File: src/rtl/cct_pkg.sv
// Package: shared constants and the mode-register layout of the timer channel.
// Assumes: a single channel; addresses are word indices on a 3-bit port.
package cct_pkg;
    localparam int PSC_W = 8;

    localparam logic [2:0] A_MODE  = 3'd0;
    localparam logic [2:0] A_REF   = 3'd1;
    localparam logic [2:0] A_CAPT  = 3'd2;
    localparam logic [2:0] A_COUNT = 3'd3;
    localparam logic [2:0] A_EVENT = 3'd4;

    typedef enum logic [1:0] {
        EDGE_OFF  = 2'b00,
        EDGE_RISE = 2'b01,
        EDGE_FALL = 2'b10,
        EDGE_BOTH = 2'b11
    } edge_sel_t;

    typedef struct packed {
        logic [PSC_W-1:0] psc;      // divide-minus-one
        logic             dma_en;   // route requests to DMA
        edge_sel_t        cap_edge; // capture trigger
        logic             ref_ie;   // reference event requests service
        logic             restart;  // zero on reference match
        logic [1:0]       src;      // 00 bus, 01 bus/16, 1x external
        logic             run;      // counting enable
    } mode_t;
endpackage

File: src/rtl/cct_edge_sync.sv
// Module: synchronizes an asynchronous pin into the bus clock domain and
// flags rising and falling transitions of the synchronized value.
// Assumes: STAGES >= 2; edge pulses last one cycle.
module cct_edge_sync #(
    parameter int STAGES = 2
) (
    input  logic clk,
    input  logic rst_n,
    input  logic din,
    output logic rise,
    output logic fall
);
    logic [STAGES:0] chain_q;

    // Shift the pin through the synchronizer plus one history stage.
    always_ff @(posedge clk) begin
        if (!rst_n) chain_q <= '0;
        else        chain_q <= {chain_q[STAGES-1:0], din};
    end

    // Compare the newest synchronized value with the one before it.
    always_comb begin
        rise = chain_q[STAGES-1] & ~chain_q[STAGES];
        fall = ~chain_q[STAGES-1] & chain_q[STAGES];
    end
endmodule

File: src/rtl/cct_tick_gen.sv
// Module: selects the count source and applies the programmable prescaler,
// producing one-cycle count ticks.
// Assumes: run gates everything; clr or !run restarts all dividers.
module cct_tick_gen #(
    parameter int PSC_W    = 8,
    parameter int DIV_SLOW = 16
) (
    input  logic             clk,
    input  logic             rst_n,
    input  logic             run,
    input  logic             clr,
    input  logic [1:0]       src,
    input  logic [PSC_W-1:0] psc,
    input  logic             ext_rise,
    output logic             tick
);
    localparam int DIV_W = $clog2(DIV_SLOW);
    localparam logic [DIV_W-1:0] DIV_LAST = DIV_W'(DIV_SLOW - 1);

    logic [DIV_W-1:0] div_q;
    logic [PSC_W-1:0] pc_q;
    logic             src_pulse;

    // Free-running slow divider, held in phase zero while stopped.
    always_ff @(posedge clk) begin
        if (!rst_n || !run || clr) div_q <= '0;
        else                       div_q <= div_q + 1'b1;
    end

    // Pick the raw source pulse from the mode field.
    always_comb begin
        case (src)
            2'b00:   src_pulse = 1'b1;
            2'b01:   src_pulse = (div_q == DIV_LAST);
            default: src_pulse = ext_rise;
        endcase
    end

    // Prescaler counts source pulses and wraps after psc+1 of them.
    always_ff @(posedge clk) begin
        if (!rst_n || !run || clr) pc_q <= '0;
        else if (src_pulse)        pc_q <= (pc_q == psc) ? '0 : pc_q + 1'b1;
    end

    // A tick is the source pulse that completes a prescale period.
    assign tick = run && !clr && src_pulse && (pc_q == psc);
endmodule

File: src/rtl/cct_count_unit.sv
// Module: main up-counter with reference compare and restart option.
// Assumes: clr has priority over tick; match is judged on the next value.
module cct_count_unit #(
    parameter int CNT_W = 32
) (
    input  logic             clk,
    input  logic             rst_n,
    input  logic             clr,
    input  logic             tick,
    input  logic             restart,
    input  logic [CNT_W-1:0] ref_val,
    output logic [CNT_W-1:0] cnt,
    output logic             ref_hit
);
    logic [CNT_W-1:0] cnt_q;
    logic [CNT_W-1:0] cnt_inc;

    // Next value and reference comparison on it.
    always_comb begin
        cnt_inc = cnt_q + 1'b1;
        ref_hit = tick && (cnt_inc == ref_val);
    end

    // Count register: clear, restart on match, or advance on tick.
    always_ff @(posedge clk) begin
        if (!rst_n || clr)          cnt_q <= '0;
        else if (ref_hit && restart) cnt_q <= '0;
        else if (tick)              cnt_q <= cnt_inc;
    end

    assign cnt = cnt_q;
endmodule

File: src/rtl/cc_timer.sv
// Module: one capture-compare timer channel with a register port, capture
// from a synchronized pin, reference events, and interrupt/DMA routing.
// Assumes: writes commit on the clock edge; reads are combinational.
module cc_timer #(
    parameter int CNT_W       = 32,
    parameter int SYNC_STAGES = 2,
    parameter int DIV_SLOW    = 16
) (
    input  logic             clk,
    input  logic             rst_n,
    input  logic             wr_en,
    input  logic [2:0]       addr,
    input  logic [CNT_W-1:0] wdata,
    output logic [CNT_W-1:0] rdata,
    input  logic             ext_in,
    input  logic             dma_ack,
    output logic             irq,
    output logic             dma_req
);
    import cct_pkg::*;
    localparam int MODE_W = $bits(mode_t);

    mode_t            mode_q;
    logic [CNT_W-1:0] ref_q;
    logic [CNT_W-1:0] capt_q;
    logic [CNT_W-1:0] cnt;
    logic             cap_f, ref_f;
    logic             ext_rise, ext_fall, tick, ref_hit, cap_hit;
    logic             cnt_clr, ev_wr, ack_clr, pending;

    assign cnt_clr = wr_en && (addr == A_COUNT);
    assign ev_wr   = wr_en && (addr == A_EVENT);
    assign ack_clr = dma_ack && mode_q.dma_en;

    cct_edge_sync #(.STAGES(SYNC_STAGES)) sync_i (
        .clk(clk), .rst_n(rst_n), .din(ext_in), .rise(ext_rise), .fall(ext_fall)
    );

    cct_tick_gen #(.PSC_W(PSC_W), .DIV_SLOW(DIV_SLOW)) tick_i (
        .clk(clk), .rst_n(rst_n), .run(mode_q.run), .clr(cnt_clr),
        .src(mode_q.src), .psc(mode_q.psc), .ext_rise(ext_rise), .tick(tick)
    );

    cct_count_unit #(.CNT_W(CNT_W)) count_i (
        .clk(clk), .rst_n(rst_n), .clr(cnt_clr), .tick(tick),
        .restart(mode_q.restart), .ref_val(ref_q), .cnt(cnt), .ref_hit(ref_hit)
    );

    // Decode the capture trigger from the selected edge type.
    always_comb begin
        case (mode_q.cap_edge)
            EDGE_RISE: cap_hit = ext_rise;
            EDGE_FALL: cap_hit = ext_fall;
            EDGE_BOTH: cap_hit = ext_rise | ext_fall;
            default:   cap_hit = 1'b0;
        endcase
    end

    // Mode and reference registers written from the port.
    always_ff @(posedge clk) begin
        if (!rst_n) begin
            mode_q <= '0;
            ref_q  <= '0;
        end else if (wr_en) begin
            if (addr == A_MODE) mode_q <= mode_t'(wdata[MODE_W-1:0]);
            if (addr == A_REF)  ref_q  <= wdata;
        end
    end

    // Capture register latches the count on a trigger.
    always_ff @(posedge clk) begin
        if (!rst_n)       capt_q <= '0;
        else if (cap_hit) capt_q <= cnt;
    end

    // Event flags: a new event wins over a clear in the same cycle.
    always_ff @(posedge clk) begin
        if (!rst_n) begin
            cap_f <= 1'b0;
            ref_f <= 1'b0;
        end else begin
            if (cap_hit)                            cap_f <= 1'b1;
            else if ((ev_wr && wdata[0]) || ack_clr) cap_f <= 1'b0;
            if (ref_hit)                            ref_f <= 1'b1;
            else if ((ev_wr && wdata[1]) || ack_clr) ref_f <= 1'b0;
        end
    end

    // Route any pending request to exactly one output.
    always_comb begin
        pending = cap_f || (ref_f && mode_q.ref_ie);
        irq     = pending && !mode_q.dma_en;
        dma_req = pending && mode_q.dma_en;
    end

    // Combinational read mux.
    always_comb begin
        case (addr)
            A_MODE:  rdata = CNT_W'(mode_q);
            A_REF:   rdata = ref_q;
            A_CAPT:  rdata = capt_q;
            A_COUNT: rdata = cnt;
            A_EVENT: rdata = CNT_W'({ref_f, cap_f});
            default: rdata = '0;
        endcase
    end
endmodule

File: config.mk
export PLATFORM = sky130hd
export DESIGN_NAME = cc_timer
export DESIGN_NICKNAME = d
export VERILOG_FILES = /design/src/rtl/cct_pkg.sv /design/src/rtl/cct_edge_sync.sv /design/src/rtl/cct_tick_gen.sv /design/src/rtl/cct_count_unit.sv /design/src/rtl/cc_timer.sv
export SDC_FILE = /design/constraint.sdc
export NUM_CORES = 1
export LEC_CHECK = 0
export ABC_AREA = 1
export CORE_ASPECT_RATIO = 1.25
export CORE_MARGIN = 5
export CORE_UTILIZATION = 50
export DETAILED_ROUTE_END_ITERATION = 8
export HOLD_SLACK_MARGIN = 0.02
export PLACE_DENSITY_LB_ADDON = 0.1
export SYNTH_ARGS = -nofsm -noshare
export SYNTH_HDL_FRONTEND = slang
export SYNTH_SLANG_ARGS = --single-unit
File: constraint.sdc
create_clock -name clk -period 3.3 [get_ports clk]
set_input_delay 0.99 -clock clk [delete_from_list [all_inputs] [get_ports clk]]
set_output_delay 0.99 -clock clk [all_outputs]
set_load 0.005 [all_outputs]
== Word-level counts from Yosys, hierarchy flattened ==
Index checks and enable logic that the tools add are counted.

* Add/sub/neg operators: 3
* Equality and inequality tests: 11
* Multiplexer cells: 8
* Bitwise gates (word level): 5
* Reductions and logical operators: 30

{| class="wikitable"
|+ Operators with widths
! operator !! count
|-
| one-hot mux 32 bit (5 select lines) || 1
|-
| adder 32 x 1 -> 32 bit (second input constant) || 1
|-
| == test 32 bit || 1
|-
| logical AND 1 bit || 13
|-
| adder 8 x 1 -> 8 bit (second input constant) || 1
|-
| == test 8 bit || 1
|-
| two-way mux 8 bit || 1
|-
| == test 3 x 2 -> 1 bit (second input constant) || 2
|-
| logical OR 1 bit || 6
|-
| adder 4 x 1 -> 4 bit (second input constant) || 1
|-
| == test 2 x 1 -> 1 bit (second input constant) || 2
|-
| == test 2 bit (second input constant) || 2
|-
| == test 4 bit (second input constant) || 1
|-
| logical NOT 1 bit || 4
|-
| two-way mux 1 bit || 4
|-
| AND reduction 2 bit || 2
|-
| nonzero test 2 bit || 2
|-
| == test 3 x 1 -> 1 bit (second input constant) || 1
|-
| == test 3 bit (second input constant) || 1
|-
| logical NOT 3 bit || 1
|-
| one-hot mux 1 bit (3 select lines) || 1
|-
| bitwise AND 1 bit || 2
|-
| logical NOT 2 bit || 1
|-
| inverter 1 bit || 2
|-
| other kinds (3) || 3
|}

* Register bits: 129
* Word-level logic and storage cells: 72

== Depth between registers and ports, before layout ==
Gate-level depths: netlist of run 1.

* Word-level depth: 9
* Depth in mapped cells: 18
* Mapped depth without buffers: 17

== By module ==
From an unflattened synthesis of run 1, not the netlist that was laid out.

* Cells, all modules: 1324
* Area total of the unflattened synthesis: 8013.9 µm²

{| class="wikitable"
|+ By module, submodules not included
! module !! times used !! cells each !! area an instance (µm²) !! seq. area each (µm²)
|-
| cc_timer || 1 || 654 || 4063.9 || 1641.6
|-
| cct_count_unit || 1 || 545 || 3076.7 || 640.6
|-
| cct_tick_gen || 1 || 112 || 773.2 || 240.2
|-
| cct_edge_sync || 1 || 13 || 100.1 || 60.1
|}

== Worst setup path before layout of run 1 ==
No wires, ideal clock.

* Path kind: input to output
* Start: input addr[2]
* End: output rdata[10]
* Data arrival time: 2.365 ns
* Required time: 2.310 ns
* Slack: -0.055 ns
* Cell stages on the path: 7
* Path buffers: 2
* Path through: buf_2 nor3_1 inv_1 clkbuf_1 o22ai_1 a21oi_1 o21ai_0

* Cells in the longest elaborated chain, start to end: 2
* Elaborated cells between the ends (all ways): 6

{| class="wikitable"
|+ RTL lines
! item !! line !! text
|-
| start: declaration || cc_timer.sv:12 || <nowiki>input logic [2:0] addr,</nowiki>
|-
| == test 3 bit (tied with other cells) || cc_timer.sv:98 || <nowiki>case (addr)</nowiki>
|-
| one-hot mux 32 bit (5 select lines) * || cc_timer.sv:98 ||
|-
| end: declaration || cc_timer.sv:14 || <nowiki>output logic [CNT_W-1:0] rdata,</nowiki>
|}

Mark *: on every way between the ends. The rest lies on a longest branch, timed or not.

== Final worst setup path of run 1 ==
* Start: input addr[0]
* End: output rdata[20]

The elaborated chain is that of the path after synthesis.

==> results by group, run 1 <==
Yosys
  • Count of different cell masters after synthesis: 43
  • Seq cells post-synth: between 100 and 150
  • Synth area leader: dfxtp_1
  • Synthesized Nets: 1135
  • Synth top area cells: dfxtp_1 (36%), nand2_1 (13%), o21ai_0 (7.9%)
  • Mapped Area: approximately 7200 um^2
  • Synth warn: 0
  • Mean post-synth cell area: about 6.6 um^2
  • Sequential fraction of the synthesis area: about 36%
  • Share of the synthesized area in the top cell type: approximately 36%
  • Cells after Synth: between 1000 and 1500

Setup path
  • Worst Path Class, Setup: input pin to output pin
  • Startpoint types: input pin
  • Critical path arrival: 2.25 ns
  • Critical Path Max Stage Delay: roughly 0.27 ns
  • Worst-path cell chain: clkdlybuf4s15_2, inv_2, nor2_2, nand2_4, clkinv_4, buf_4, a22oi_1, o21ai_0, dlygate4sd2_1
  • Largest delay share family, worst path: buffers and inverters
  • Bufs and invs on worst path: 5
  • CP required: 2.31 ns
  • CP endpoint kind: output pin
  • Critical-path top delay cell: dlygate4sd2_1
  • Worst-path maximum fanout: 5

Placed design
  • Placed Cells incl. Taps: between 1000 and 1500
  • Post-DP HPWL: around 16000 um
  • Routability cong.: about 0.95
  • # port buffers: between 70 and 80

Route
  • Final WL: roughly 22000 um
  • DRT iter0 DRCs: between 500 and 600
  • Wirelength per Cell: 16.24 um
  • TritonRoute pass-1 iters: 5
  • Via density: ~5.4
  • # DRC: 0
  • Total number of vias: around 7400
  • Routed Antenna Nets: 0

Timing
  • Slew Viols, Final: 0
  • Final Hold Vio Count: 0
  • TNS Setup: 0 ns
  • Tcrit/Tclk final: a little over nine tenths
  • Worst-margin pin slew: ~0.67 ns
  • Rel. slew slack: ~55%
  • Setup Skew: around 0.0050 ns
  • Endpoints failing setup: 0
  • Post-layout min period: approximately 3.2 ns
  • Unrepaired setup endpoints after global routing: true
  • Fmax: between 300 and 400 MHz

GRT
  • Initial antenna violation count: 0
  • Largest net degree at the start of global routing: 75
  • Vias in the first global route: between 6000 and 7000
  • Grt ovf: 0
  • GRT Overall Usage: a little over a quarter
  • First-pass GRT wire length: 35140 um

Floorplan
  • Height of the die: 144.1 um
  • Initial cell density of the core: between 50% and 60%
  • Die width: around 120 um
  • Full die area: roughly 17000 um^2
  • # IOs: 74
  • FP Rows: 49
  • Std-Cell Core Area: 14290 um^2

Power and ir drop
  • Peak supply drop: around 0.38 mV
  • Overall Power: 3994 uW
  • Pleak: ~0.0035 uW
  • Pwr Density: 444.2 nW/um^2

Cells and area
  • Ant. Diodes: 0
  • Synth-to-Final Area Change: 25.08%
  • # fillers: between 1000 and 1500
  • Layout cells sized above 1: approximately 14%
  • Nets@finish: 1218
  • Post-Layout Cell Count: ~1400

Clocking
  • Worst-path clk slew: about 0.06 ns
  • Number of clock sinks: around 130
  • TritonCTS clock tree: done
  • Clk root buf: clkbuf_16
  • Clock Path Buffers: 2
  • Clk_lat worst skew: about 0.42 ns
  • H-tree depth: 4
  • Inserted Clock Buffers: 17

Outcome
  • Status: finished clean

Worst hold path
  • Min-Delay Path Class: flip-flop to flip-flop

Run
  • Total of max-cap violations: 0
==> path summary, 6_finish.rpt <==
path	startpoint	to	slack, ns	cells past startpoint
max	addr[0]	rdata[20]	0.06	9
min	sync_i.chain_q[0]	sync_i.chain_q[1]	0.42	2
max reg2reg	count_i.cnt[1]	count_i.cnt[17]	0.61	17
min reg2reg	sync_i.chain_q[0]	sync_i.chain_q[1]	0.42	2
==> worst min-delay path, stage by stage, from the launching register on <==
cell and delay, ns:
dfxtp_1 0.31, nand2_1 0.05, inv_1 0.04
==> layout make-up <==
cell class | instances | area, um^2 | area share [%]
Clock inverter | 14 | 214.0 | 2.379
Inverter | 142 | 538.0 | 5.983
Sequential cell | 129 | 2582 | 28.72
Multi-Input combinational cell | 768 | 3936 | 43.77
Tap cell | 178 | 222.7 | 2.477
Timing Repair Buffer | 115 | 1074 | 11.94
Clock buffer | 17 | 425.4 | 4.731
==> flip-flops by register name, summed over array words and instances, names as in the netlist <==
name	count
mode_q	16
sync_i.chain_q	3
ref_q	32
capt_q	32
count_i.cnt	32
cap_f	1
tick_i.pc_q	8
tick_i.div_q	4
ref_f	1
==> through the flow <==
stage               utilization (%)  worst slack (ns)  instance area (um^2)  hold WS, ns
global route                  62.95          -0.01531                  8992       0.4270
detailed placement            57.99           -0.5833                  8284       0.4055
floorplan                         -            0.1841                  7194       0.3905
global placement              57.99           -0.6040                  8284       0.4040
finish                        62.95           0.05869                  8992       0.4185
CTS                           62.74           0.01663                  8962       0.4222
==> routing by layer <==
layer,vias to the layer above,global-route usage (%),part of all wire [%]
li1,3706,-,-
met4,0,15.76,5.6
met2,277,45.65,49
met1,3341,32.48,40
met5,-,0,0
met3,66,3.725,5.3
==> power by group <==
group | total, uW | internal (uW) | switching (uW)
sequential | 1620 | 1590 | 20.4
clock | 2060 | 1330 | 725
combinational | 320 | 135 | 185
==> cells in the mapped netlist <==
cell type and n:
nand2_1 244, inv_1 137, dfxtp_1 129, o21ai_0 114, a21oi_1 110, nor2_1 94
nand3_1 60, clkbuf_1 37, nor2_2 37, a22oi_1 15, o22ai_1 11, xor2_1 10
xnor2_1 9, buf_2 8, o221ai_1 7, nand2_2 6, nand3b_1 6, nor2_4 6
ha_1 5, nand4_1 5, nor3_1 5, buf_6 3, inv_2 3, nor3b_1 3
a211oi_1 2, a221oi_1 2, and2_1 2, clkinv_1 2, nand2_4 2, o21ai_1 2
xnor3_1 2, a31oi_1 1, a32o_1 1, and3_1 1, buf_1 1, buf_4 1
clkbuf_2 1, mux2i_1 1, nand3_2 1, nor2_8 1, o21bai_1 1, or2_2 1
xor3_1 1
==> cell usage in the layout (no fill, tap or decap), types with 10 or more instances in the layout <==
cell type / instances
nand3_1: 60
buf_4: 34
dlygate4sd2_1: 12
clkbuf_16: 17
dfxtp_1: 129
xor2_1: 10
a21oi_1: 110
clkdlybuf4s50_1: 37
nand2_1: 242
o21ai_0: 106
inv_1: 134
nor2_1: 93
nor2_2: 38
a22oi_1: 12
==> kinds of logic (layout without fill, tap and decap cells) <==
logic type      count (synthesis)  count (layout)  share of synthesized area (%)
compound gates                266             266                          19.89
simple gates                  474             474                          29.31
fa+ha+maj                       5               5                         0.8702
xor+xnor                       22              22                          3.272
mux                             1               1                         0.1392
buf+inv                       193             288                          10.60
flops                         129             129                          35.92
==> repair_timing <==
item,4_1_cts,5_1_grt
resized for setup,94,19
endpoints found under the setup margin,32,23
buffers inserted,2,0
gates cloned,1,0
hold buffers,0,0
pin swaps,3,2
(Power assumes the default switching activity.)
==> run 2, diff against run 1 <==
SETUP_SLACK_MARGIN = 0.02   (was default)
SYNTH_HIERARCHICAL = 1   (was default)
==> run 2 against run 1 <==
  * Clock-buffer cell count grew 5
  * Maximum frequency grew 1.1%
  * First-iteration DRC count shrank 3.6%
  * Sequential share of layout area shrank 2.7 points
  * Critical path type unchanged
  * Largest cell class unchanged
==> results by group, run 2 <==
Cells and area
  • Ant. Diodes: 0
  • Layout cells sized above 1: between 10% and 20%
  • Synth-to-Final Area Change: 24.04%
  • Most common cell after layout, fill and taps aside: nand2_1
  • Commonest non-fill, non-tap cells in the layout: nand2_1 (470), nor2_1 (227), inv_1 (152)
  • # fillers: ~1600
  • Nets@finish: approximately 1500
  • Final core occ: a little over three fifths

Yosys
  • Most used flip-flop cell after synthesis: dfxtp_1
  • Async SR Flop Fraction: 0%
  • Synthesized Nets: 1367
  • Count of different cell masters after synthesis: 42
  • Synth top area cells: dfxtp_1 (32%), nand2_1 (22%), nor2_1 (11%)
  • Share of the synthesized area in the top cell type: 32.22%
  • Mapped Area: approximately 8000 um^2
  • Synth warn: 6
  • Synth cell count leaders: nand2_1 (470), nor2_1 (228), inv_1 (157)
  • EDFF count, synth: 0
  • Sequential fraction of the synthesis area: ~32%
  • Synth area leader: dfxtp_1
  • Most frequent cell after synthesis: nand2_1
  • Cells after Synth: 1324
  • Seq cells post-synth: 129
  • Mean post-synth cell area: 6.053 um^2

Route
  • Routed Antenna Nets: 0
  • Via density: roughly 5.0
  • DRT iter0 DRCs: around 530
  • # DRC: 0
  • TritonRoute pass-1 iters: 5
  • Final WL: approximately 24000 um
  • Total number of vias: approximately 8300
  • Wirelength per Cell: between 10 and 15 um

Placed design
  • Routability cong.: 0.9708
  • Post-DP HPWL: approximately 17000 um
  • Setup Slack @ Placement: -0.5226 ns
  • # port buffers: between 70 and 80

GRT
  • GRT Overall Usage: between 20 and 30%
  • Initial antenna violation count: 0
  • Vias in the first global route: roughly 7600
  • First-pass GRT wire length: between 30000 and 40000 um
  • Grt ovf: 0
  • Largest net degree at the start of global routing: 65

Power and ir drop
  • Peak supply drop: approximately 0.31 mV
  • Share of power burned in registers: about two fifths
  • Switching Fraction: about a quarter
  • Clock network power share: slightly above 50%
  • Overall Power: 4259 uW
  • Pwr Density: around 430 nW/um^2
  • Internal power: 3267 uW
  • Psw: between 900 and 1000 uW
  • Comb pwr share: 10.4%
  • Pleak: 0.004616 uW

Setup path
  • CP required: around 2.3 ns
  • Worst Path Class, Setup: input pin to output pin
  • Startpoint types: input pin
  • Reg2Reg Setup Slack: around 0.57 ns
  • Worst R2R Path Depth: 15
  • RR Startpoint: count_i/cnt[1]
  • Worst-path maximum fanout: 3
  • CP startpoint: addr[2]
  • CP endpoint kind: output pin
  • Critical path arrival: 2.21 ns

Timing
  • Unrepaired setup endpoints after global routing: false
  • Post-layout min period: approximately 3.2 ns
  • Setup Skew: ~0.0092 ns
  • Fmax: 312.0 MHz
  • TNS Setup: 0 ns
  • Rel. slew slack: a little under three fifths
  • Final Worst Setup Slack: roughly 0.095 ns
  • Endpoints failing setup: 0
  • Worst-margin pin slew: around 0.66 ns
  • Final Hold Vio Count: 0
  • Slew Viols, Final: 0
  • Tcrit/Tclk final: 97.11%

Clocking
  • Worst-path clk slew: ~0.05 ns
  • Clock Path Buffers: 2
  • Inserted Clock Buffers: 17
  • Number of clock sinks: between 100 and 150
  • Clk_lat worst skew: 0.43 ns
  • TritonCTS clock tree: done
  • H-tree depth: 4
  • Post-CTS Hold Fix Bufs: 0
  • Clk root buf: clkbuf_16

Floorplan
  • # IOs: 74
  • Die width: 123.2 um
  • Initial cell density of the core: slightly above 50%
  • Full die area: ~19000 um^2
  • Std-Cell Core Area: around 16000 um^2
  • Height of the die: 151.5 um
  • FP Rows: 51

Worst hold path
  • Hold Path Stages: 2
  • Min-Delay Path Class: flip-flop to flip-flop
  • Hold_sp: sync_i/chain_q[0]

Outcome
  • Status: finished clean

Run
  • Total of max-cap violations: 0
[run 2: worst paths after layout]
path / endpoint
worst min register to register: sync_i/chain_q[1]
worst min-delay path: sync_i/chain_q[1]
worst max-delay path: rdata[3]
worst max register to register: count_i/cnt[18]
[run 2: timing repair]
item | in CTS | in global routing
gates resized for setup | 72 | 24
setup endpoints to repair | 32 | 22
cloned | 1 | 0
setup buffers | 10 | 0
pin swaps | 1 | 2
[run 2: layout make-up]
| cell class | instances | area, um^2 | area share, % |
|---|---|---|---|
| timing repair buffer | 129 | 1240 | 12.47 |
| multi-input combinational | 989 | 4556 | 45.83 |
| tap | 212 | 265.3 | 2.668 |
| clock buffer | 22 | 474.2 | 4.770 |
| sequential | 129 | 2582 | 25.98 |
| clock inverter | 9 | 202.7 | 2.039 |
| inverter | 164 | 620.6 | 6.243 |
[run 2: cells by family after synthesis]
logic type,after synthesis,synth area share [%]
fa+ha+maj,3,0.4684
flops,129,32.22
simple gates,879,47.48
compound gates,86,5.574
buf+inv,206,11.04
mux,1,0.1249
xor+xnor,20,3.091
[run 2: power groups by stage]
stage	sequential (uW)	clock, uW	combinational (uW)
after global placement	1680	0	422
after floorplan	1660	0	262
after detailed placement	1680	0	427
after global routing	1650	2270	486
final	1640	2170	442
after CTS	1640	2200	439
[run 2: through the flow]
| stage | hold slack (ns) | instance area (um^2) | instances |
|---|---|---|---|
| after global routing | 0.4258 | 9941 | 1654 |
| after detailed placement | 0.4019 | 9213 | 1612 |
| final | 0.4124 | 9941 | 1654 |
| after global placement | 0.3931 | 9213 | 1612 |
| after floorplan | 0.3856 | 8014 | 1324 |
| after CTS | 0.4141 | 9970 | 1654 |
[run 2: critical path, cell delays in order]
cell and delay, ns:
dlygate4sd2_1 0.26, buf_6 0.12, nor3_4 0.14, buf_6 0.16, buf_8 0.12, buf_6 0.10, buf_4 0.10, nand2_1 0.04
nand4_1 0.06, buf_2 0.11
[run 2: routing by layer]
metal | up-vias | part of all wire [%] | wire (um) | global-route usage (%)
li1 | 4281 | - | - | -
met5 | - | 0 | 0 | 0
met3 | 41 | 4.5 | 1062 | 3.862
met1 | 3727 | 42 | 9936 | 30.95
met4 | 0 | 2.6 | 612 | 9.806
met2 | 212 | 51 | 11930 | 46.83
==> run 3, diff against run 2 <==
CELL_PAD_IN_SITES_DETAIL_PLACEMENT = 0   (was default)
CELL_PAD_IN_SITES_GLOBAL_PLACEMENT = 1   (was default)
CORE_UTILIZATION = 37   (was 50)
==> run 3 against run 2 <==
  * Cell count increased by 4.2%
  * Clock-buffer cell count decreased by 4
  * Core utilization decreased by 17 points
  * Sequential power about the same
  * Register-to-register slack got worse by 0.11 ns
  * Global-route usage decreased by 4.2 points
  * Flip-flop and latch count unchanged
  * Non-clock buffer count increased by 3
  * Design area increased by 0.83%
  * Clock power decreased by 8%
  * Clock skew increased by 0.0012 ns
  * First-iteration DRC count decreased by 8.6%
  * Largest cell class unchanged
==> results by group, run 3 (synthesized netlist as in run 2, its figures left out) <==
Floorplan
  • FP Rows: 60
  • Die width: roughly 140 um
  • # IOs: 74
  • Std-Cell Core Area: approximately 21000 um^2
  • Full die area: between 20000 and 25000 um^2
  • Height of the die: about 170 um
  • Initial cell density of the core: between 30% and 40%

Clocking
  • Worst-path clk slew: 0.06 ns
  • Inserted Clock Buffers: 17
  • H-tree depth: 4
  • Clk root buf: clkbuf_16
  • Clock Path Buffers: 2
  • TritonCTS clock tree: done
  • Post-CTS Hold Fix Bufs: 0
  • Number of clock sinks: between 100 and 150
  • Clk_lat worst skew: ~0.42 ns

Setup path
  • CP endpoint kind: output pin
  • Worst-path maximum fanout: 8
  • CP required: 2.31 ns
  • Worst Path Class, Setup: input pin to output pin
  • Critical Path Max Stage Delay: about 0.21 ns
  • Critical-path top delay cell: nor3_4
  • Worst-path cell chain: buf_2, inv_4, nor3_4, buf_12, buf_4, buf_6, buf_16, nand2_1, nand4_1, clkdlybuf4s15_1
  • Startpoint types: input pin
  • Critical path arrival: 2.22 ns

Cells and area
  • Most common cell after layout, fill and taps aside: nand2_1
  • Nets@finish: between 1000 and 1500
  • Multi-input logic area: between 4000 and 5000 um^2
  • # fillers: ~2400
  • Commonest non-fill, non-tap cells in the layout: nand2_1 (470), nor2_1 (227), inv_1 (154)
  • Final core occ: a little under half
  • Ant. Diodes: 0
  • Synth-to-Final Area Change: 25.07%
  • Register Area: around 2600 um^2
  • Layout cells sized above 1: between 10% and 20%

Timing
  • Final Hold Vio Count: 0
  • Post-layout min period: 3.208 ns
  • Fmax: roughly 310 MHz
  • Final Worst Setup Slack: just over 0.09 ns
  • Endpoints failing setup: 0
  • Tcrit/Tclk final: 97.23%
  • Worst-margin pin slew: between 0.4 and 0.5 ns
  • Rel. slew slack: 68.15%
  • Unrepaired setup endpoints after global routing: true
  • Slew Viols, Final: 0
  • Setup Skew: between 0.01 and 0.015 ns

GRT
  • Initial antenna violation count: 0
  • Grt ovf: 0
  • Largest net degree at the start of global routing: 47
  • First-pass GRT wire length: about 42000 um
  • Vias in the first global route: between 7000 and 8000
  • GRT Overall Usage: between 20 and 25%

Route
  • # DRC: 0
  • Routed Antenna Nets: 0
  • Via density: roughly 4.7
  • Final WL: between 20000 and 30000 um
  • Wirelength per Cell: 15.14 um
  • Total number of vias: 8157
  • TritonRoute pass-1 iters: 5
  • DRT iter0 DRCs: slightly below 500

Power and ir drop
  • Pwr Density: 408.4 nW/um^2
  • Peak supply drop: approximately 0.34 mV
  • Pleak: ~0.0046 uW

Outcome
  • Status: finished clean

Placed design
  • Setup Slack @ Placement: -0.5641 ns
  • Post-DP HPWL: about 20000 um
  • Routability cong.: roughly 0.9
  • # port buffers: 73

Worst hold path
  • Min-Delay Path Class: flip-flop to flip-flop

Run
  • Total of max-cap violations: 0
[run 3: cell count changes in the layout (fill, tap and decap cells not counted), sizes merged, moves of 2 or more]
cell	previous run	this run
buf	64	71
bufinv	6	4
clkbuf	30	18
clkdlybuf4s15	5	11
clkinv	2	7
dlygate4sd2	15	13
[run 3: critical path, delay by kind of cell]
family        cells  cell delay, ns
buf+inv           7            0.87
simple gates      3            0.34
[run 3: through the flow]
step	cells	setup TNS, ns	hold WS [ns]	total power [uW]	area, um^2
2_1_floorplan	1324	0	0.3856	1922	8014
3_3_place_gp	1682	-27.61	0.4049	2111	9294
3_5_place_dp	1682	-29.70	0.4018	2114	9294
4_1_cts	1723	0	0.4141	4141	10010
5_1_grt	1724	0	0.4465	4269	10020
6_report	1724	0	0.4104	4093	10020
[run 3: path summary, 6_finish.rpt]
kind | from | end | slack, ns | depth (start not counted)
worst max-delay path | addr[1] | rdata[15] | 0.09 | 10
worst min-delay path | sync_i/chain_q[0] | sync_i/chain_q[1] | 0.41 | 2
worst max register to register | count_i/cnt[2] | ref_f | 0.46 | 14
worst min register to register | sync_i/chain_q[0] | sync_i/chain_q[1] | 0.41 | 2
[run 3: cell type report]
class,count,area share (%)
clock buffer,18,4.282
inverter,164,6.216
timing repair buffer,132,12.93
tap,279,3.483
sequential,129,25.76
clock inverter,13,1.872
multi-input combinational,989,45.45
[run 3: what timing repair did]
| action | 4_1_cts | 5_1_grt |
|---|---|---|
| hold endpoints to repair | 0 | 0 |
| pin swaps | 2 | 1 |
| setup endpoints to repair | 32 | 12 |
| setup buffers | 8 | 1 |
| resized for setup | 90 | 7 |
| cloned | 2 | 0 |
[run 3: power by group]
group / switching, uW / internal [uW]
Clock: 741 / 1260
Sequential: 47.8 / 1600
Combinational: 250 / 197
Total: 1040 / 3050
[run 3: per-layer routing]
metal | track usage (%) | vias up | routed length, um
li1 | - | 4276 | -
met1 | 25.35 | 3714 | 10880
met2 | 40.33 | 140 | 13880
met3 | 3.247 | 27 | 727
met4 | 6.880 | 0 | 616
met5 | 0 | - | 0
